`src/rtl/ostmr_pkg.sv`:
```
package ostmr_pkg;

  // Fixed byte offsets; match channels occupy 4*n below the counter.
  localparam logic [31:0] OFS_COUNT  = 32'h10;
  localparam logic [31:0] OFS_STATUS = 32'h14;
  localparam logic [31:0] OFS_WDOG   = 32'h18;
  localparam logic [31:0] OFS_IRQEN  = 32'h1C;

  typedef enum logic [2:0] {
    SEL_NONE,
    SEL_MATCH,
    SEL_COUNT,
    SEL_STATUS,
    SEL_WDOG,
    SEL_IRQEN
  } reg_sel_e;

  function automatic reg_sel_e decode_sel(input logic [31:0] ofs, input int unsigned nch);
    if (ofs[1:0] != 2'b00) return SEL_NONE;
    if (ofs < 32'(4 * nch)) return SEL_MATCH;
    case (ofs)
      OFS_COUNT:  return SEL_COUNT;
      OFS_STATUS: return SEL_STATUS;
      OFS_WDOG:   return SEL_WDOG;
      OFS_IRQEN:  return SEL_IRQEN;
      default:    return SEL_NONE;
    endcase
  endfunction

endpackage

```
`src/rtl/ostmr_counter.sv`:
```
module ostmr_counter #(
  parameter int unsigned CNT_W = 32
) (
  input  logic             clk,
  input  logic             rst_n,
  input  logic             tick_en,
  input  logic             load,
  input  logic [CNT_W-1:0] load_val,
  output logic [CNT_W-1:0] count,
  output logic             adv
);

  function automatic logic [CNT_W-1:0] next_count(input logic [CNT_W-1:0] c);
    return c + CNT_W'(1);
  endfunction

  // A load takes priority over a tick on the same edge.
  assign adv = tick_en && !load;

  always_ff @(posedge clk or negedge rst_n) begin
    if (!rst_n)       count <= '0;
    else if (load)    count <= load_val;
    else if (tick_en) count <= next_count(count);
  end

endmodule

```
`src/rtl/ostmr_chan.sv`:
```
module ostmr_chan #(
  parameter int unsigned CNT_W = 32
) (
  input  logic             clk,
  input  logic             rst_n,
  input  logic             adv,
  input  logic [CNT_W-1:0] count,
  input  logic             match_wr,
  input  logic [CNT_W-1:0] wdata,
  input  logic             clr,
  input  logic             irq_en,
  output logic [CNT_W-1:0] match_q,
  output logic             hit,
  output logic             status,
  output logic             irq
);

  function automatic logic f_hit(input logic a, input logic [CNT_W-1:0] c,
                                 input logic [CNT_W-1:0] m);
    return a && (c == m);
  endfunction

  // A hit in the same cycle as a clear wins, so no event is lost.
  function automatic logic f_status(input logic cur, input logic c, input logic h);
    return (cur && !c) || h;
  endfunction

  assign hit = f_hit(adv, count, match_q);
  assign irq = status && irq_en;

  always_ff @(posedge clk or negedge rst_n) begin
    if (!rst_n) begin
      match_q <= '1;
      status  <= 1'b0;
    end else begin
      if (match_wr) match_q <= wdata;
      status <= f_status(status, clr, hit);
    end
  end

endmodule

```
`src/rtl/ostmr_wdog.sv`:
```
module ostmr_wdog (
  input  logic clk,
  input  logic rst_n,
  input  logic arm_wr,
  input  logic arm_bit,
  input  logic trig,
  output logic armed,
  output logic rst_pulse
);

  always_ff @(posedge clk or negedge rst_n) begin
    if (!rst_n) begin
      armed     <= 1'b0;
      rst_pulse <= 1'b0;
    end else begin
      if (arm_wr && arm_bit) armed <= 1'b1;
      rst_pulse <= armed && trig;
    end
  end

endmodule

```
`src/rtl/ostmr_top.sv`:
```
module ostmr_top #(
  parameter int unsigned CNT_W  = 32,
  parameter int unsigned NCH    = 4,
  parameter int unsigned ADDR_W = 8
) (
  input  logic              clk,
  input  logic              rst_n,
  input  logic              tick_en,
  input  logic              bus_wr,
  input  logic [ADDR_W-1:0] bus_addr,
  input  logic [CNT_W-1:0]  bus_wdata,
  output logic [CNT_W-1:0]  bus_rdata,
  output logic [NCH-1:0]    irq_o,
  output logic              wdt_rst_o
);
  import ostmr_pkg::*;

  localparam int unsigned IDX_W  = (NCH > 1) ? $clog2(NCH) : 1;
  localparam int unsigned WDT_CH = NCH - 1;

  reg_sel_e               sel;
  logic [IDX_W-1:0]       ch_idx;
  logic                   cnt_wr, stat_wr, wdog_wr, ien_wr;
  logic [CNT_W-1:0]       cnt;
  logic                   cnt_adv;
  logic [NCH-1:0]         hit_vec, stat_vec, ien_q;
  logic [CNT_W-1:0]       match_arr [NCH];
  logic                   wde_q;

  always_comb begin
    sel    = decode_sel(32'(bus_addr), NCH);
    ch_idx = bus_addr[2 +: IDX_W];
  end

  assign cnt_wr  = bus_wr && (sel == SEL_COUNT);
  assign stat_wr = bus_wr && (sel == SEL_STATUS);
  assign wdog_wr = bus_wr && (sel == SEL_WDOG);
  assign ien_wr  = bus_wr && (sel == SEL_IRQEN);

  ostmr_counter #(.CNT_W(CNT_W)) cnt_i (
    .clk(clk), .rst_n(rst_n), .tick_en(tick_en), .load(cnt_wr),
    .load_val(bus_wdata), .count(cnt), .adv(cnt_adv)
  );

  for (genvar n = 0; n < NCH; n++) begin : g_ch
    logic m_wr;
    assign m_wr = bus_wr && (sel == SEL_MATCH) && (ch_idx == IDX_W'(n));
    ostmr_chan #(.CNT_W(CNT_W)) ch_i (
      .clk(clk), .rst_n(rst_n), .adv(cnt_adv), .count(cnt),
      .match_wr(m_wr), .wdata(bus_wdata),
      .clr(stat_wr && bus_wdata[n]), .irq_en(ien_q[n]),
      .match_q(match_arr[n]), .hit(hit_vec[n]),
      .status(stat_vec[n]), .irq(irq_o[n])
    );
  end

  always_ff @(posedge clk or negedge rst_n) begin
    if (!rst_n)      ien_q <= '0;
    else if (ien_wr) ien_q <= bus_wdata[NCH-1:0];
  end

  ostmr_wdog wdog_i (
    .clk(clk), .rst_n(rst_n), .arm_wr(wdog_wr), .arm_bit(bus_wdata[0]),
    .trig(hit_vec[WDT_CH]), .armed(wde_q), .rst_pulse(wdt_rst_o)
  );

  always_comb begin
    case (sel)
      SEL_MATCH:  bus_rdata = match_arr[ch_idx];
      SEL_COUNT:  bus_rdata = cnt;
      SEL_STATUS: bus_rdata = CNT_W'(stat_vec);
      SEL_WDOG:   bus_rdata = CNT_W'(wde_q);
      SEL_IRQEN:  bus_rdata = CNT_W'(ien_q);
      default:    bus_rdata = '0;
    endcase
  end

endmodule

```
`config.mk`:
```
export PLATFORM = sky130hd
export DESIGN_NAME = ostmr_top
export DESIGN_NICKNAME = d
export VERILOG_FILES = /design/src/rtl/ostmr_pkg.sv /design/src/rtl/ostmr_counter.sv /design/src/rtl/ostmr_chan.sv /design/src/rtl/ostmr_wdog.sv /design/src/rtl/ostmr_top.sv
export SDC_FILE = /design/constraint.sdc
export NUM_CORES = 1
export LEC_CHECK = 0
export BUFFER_PORTS_ARGS = -buffer_cell sky130_fd_sc_hd__buf_2
export CORE_MARGIN = 2
export CORE_UTILIZATION = 30
export DETAILED_ROUTE_END_ITERATION = 10
export SYNTH_ARGS = -nofsm -noshare
export SYNTH_HDL_FRONTEND = slang
export SYNTH_SLANG_ARGS = --single-unit
```
`constraint.sdc`:
```
create_clock -name clk -period 2.37 [get_ports clk]
set_clock_uncertainty 0.2 [all_clocks]
set_input_delay 0.237 -clock clk [delete_from_list [all_inputs] [get_ports clk]]
set_output_delay 0.237 -clock clk [all_outputs]
set_load 0.01 [all_outputs]
```
==> metrics.csv <==
metric,value,unit
initial_core_util,0.303,
ys_async_sr_fraction,1.00,
wl,30900,um
synth_area,10100,um^2
dp_hpwl,22600,um
crit_path_max_incr_delay,0.47,ns
tightest_slew,0.777,ns
path_cells,"mux4_2, a22oi_1, nor2_1, buf_2",
synth.distinct_cells,47,
drive_above_1_share,0.492,
stdcell_area,12300,um^2
irDropWorstVdd,0.569,mV
cp_num_buf_inv,1,
htreeDepth,4,
multi_input_area,5330,um^2
rsz0062_at_grt,false,
relSlewSlack,0.482,
grt_max_degree,69,
fillers,3314,
finalCriticalPeriod,2.31,ns
core,33400,um^2
vias,7336,
clk_latency,0.44,ns
synth_compound_area_frac,0.0505,
sw_frac_of_total,0.315,
wl_per_cell,21.5,um
antenna_found_initial,0,
synth_edf_count,0,
cts_buffer_depth,2,
worst_hold_path_type,in -> reg,
power_switching,2.63,mW
internal_power,5.71,mW
crit_required,1.93,ns
dr.pass1.iters,5,
placed_area,11300,um^2
post-route-period-util,0.974,
final_common_cell,xnor2_1,
maxCapViolCount,0,
cts_made_buffers,17,
critPathSlowestCell,mux4_2,
slew_viol_final,0,
clk_pin_slew,0.07,ns
power_density,678,nW/um^2
cts_tree,done,
dp_cells,1370,
layoutNonFillerInstCount,1436,
cpLargestDelayFamily,multiplexers,
setup_viol,0,
die_w,188,um
worstSetupPathType,reg -> out,
synthCells,857,
syn_area_per_cell,11.8,um^2
yosys.area_share.xor_xnor,0.138,
synth-seq-cells,170,
cts_sinks,170,
status,completed,
pin_count,81,
fin_util,0.369,
fmax,0.433,GHz
antenna_left,0,
viasPerCell,5.11,
pwr-share-clk,0.338,
area_growth,21.7,%
drc_errors,0,
tns,0,ns
grt_overflow,0,
final_cell_mix,"xnor2_1 (133), dfstp_2 (128), mux2_2 (100)",
seq_power_share,0.425,
synth_top_family_by_area,multiplexers,
syn_nets,902,
fp.dieH,188,um
cp-start-kind,flip-flop,
p_leak,4.83,nW
arrival,1.87,ns
ys_warn_count,0,
synth_ff_type,dfstp_2,
nets,1020,
cts_setup_buffers,0,
drt_iter0_markers,574,
grt_pass1_wl,47500,um
seqCellArea,4410,um^2
clockRootBuffer,clkbuf_16,
io_buffers,80,
core.rowCount,67,
hold_viol,0,
grt_pass1_vias,7422,
globalplace.congestion,0.855,
synthSimpleGateAreaFrac,0.101,
diodes,0,
yosysSeqAreaShare,0.437,
gr-usage-all-layers,0.179,
synth_fa_ha_area_frac,0.00124,
critPathMaxFanout,3,
dieArea,35200,um^2
muxShareOfSynthArea,0.232,
end_kind,output pin,
comb_power_share,0.236,
## Yosys cell counts, drive strengths merged, types with 8 or more instances
cell type | count | area, um^2
nand2 | 27 | 101
and3 | 8 | 50.1
dfstp | 128 | 3360
a22oi | 28 | 210
nand4 | 46 | 288
clkbuf | 37 | 139
buf | 45 | 267
nand3 | 12 | 60.1
nor2 | 65 | 244
nor4 | 9 | 62.6
a21oi | 36 | 180
dfrtp | 42 | 1050
xor2 | 25 | 219
mux2 | 133 | 1610
mux4 | 32 | 721
xnor2 | 134 | 1170
nor3 | 8 | 56.3
## path summary, 6_finish.rpt
kind | startpoint | depth (start not counted) | slack (ns) | to
max | g_ch[3].ch_i.match_q[17] | 4 | 0.06 | bus_rdata[17]
min | bus_addr[6] | 4 | 0.02 | wdog_i.armed
max reg2reg | cnt_i.count[0] | 6 | 0.11 | wdog_i.rst_pulse
min reg2reg | wdog_i.armed | 2 | 0.30 | wdog_i.armed
max in group asynchronous | rst_n | 3 | 0.96 | g_ch[2].ch_i.match_q[1]
min in group asynchronous | rst_n | 2 | 0.19 | cnt_i.count[13]
## stage by stage
step | hold WS [ns] | power (mW) | setup slack, ns
4_1_cts | 0.00693 | 8.38 | 0.0173
3_3_place_gp | 0.124 | 5.48 | 0.0185
6_report | 0.0244 | 8.34 | 0.0625
3_5_place_dp | 0.142 | 5.49 | 0.0408
5_1_grt | 0.0703 | 8.69 | 0.0189
2_1_floorplan | -0.259 | 4.68 | 0.261
## flip-flops by register name (all words and copies together), names as in the netlist
signal	cells
cnt_i.count	32
g_ch.ch_i.match_q	128
g_ch.ch_i.status	4
ien_q	4
wdog_i.armed	1
wdog_i.rst_pulse	1
## per-layer routing
layer	part of all wire	routed length, um	up-vias	track usage
met5	0	0	-	0
met4	0.019	599	0	0.0488
met3	0.056	1740	31	0.0350
met2	0.47	14400	219	0.280
met1	0.46	14100	3798	0.254
li1	-	-	3288	-
## timing repair
item,in CTS,in global routing
endpoints found under the setup margin,0,8
hold endpoints to repair,183,0
hold buffers,34,0
resized for setup,0,7
## worst reg2reg max path: stages (launching register included)
cell and delay (ns):
dfrtp_1 0.51, xnor2_2 0.32, nand4_1 0.19, nor4_1 0.43, buf_4 0.19, nand4_1 0.20, nor2_1 0.14
## logic make-up after synthesis
logic type               Yosys count
multiplexers                     166
adder cells (fa/ha/maj)            1
buffers and inverters             85
XOR/XNOR                         159
AO/OA/AOI/OAI                     82
AND/OR/NAND/NOR                  194
flip-flops                       170
## power groups by stage
stage          Sequential, mW  Combinational, mW  Clock, mW
4_1_cts                  3.54               1.96       2.88
5_1_grt                  3.59               2.11       2.99
3_5_place_dp             3.59               1.90          0
6_report                 3.55               1.97       2.82
2_1_floorplan            3.37               1.31          0
3_3_place_gp             3.58               1.90          0
## cell type report
class                   instances  share of cell area
inverters                       3            0.000916
well taps                     448              0.0456
clock inverters                13              0.0107
repair buffers                181               0.114
flip-flops and latches        170               0.359
clock buffers                  19              0.0368
multi-input cells             602               0.433
Note: power is estimated with default switching activity, not from simulation.
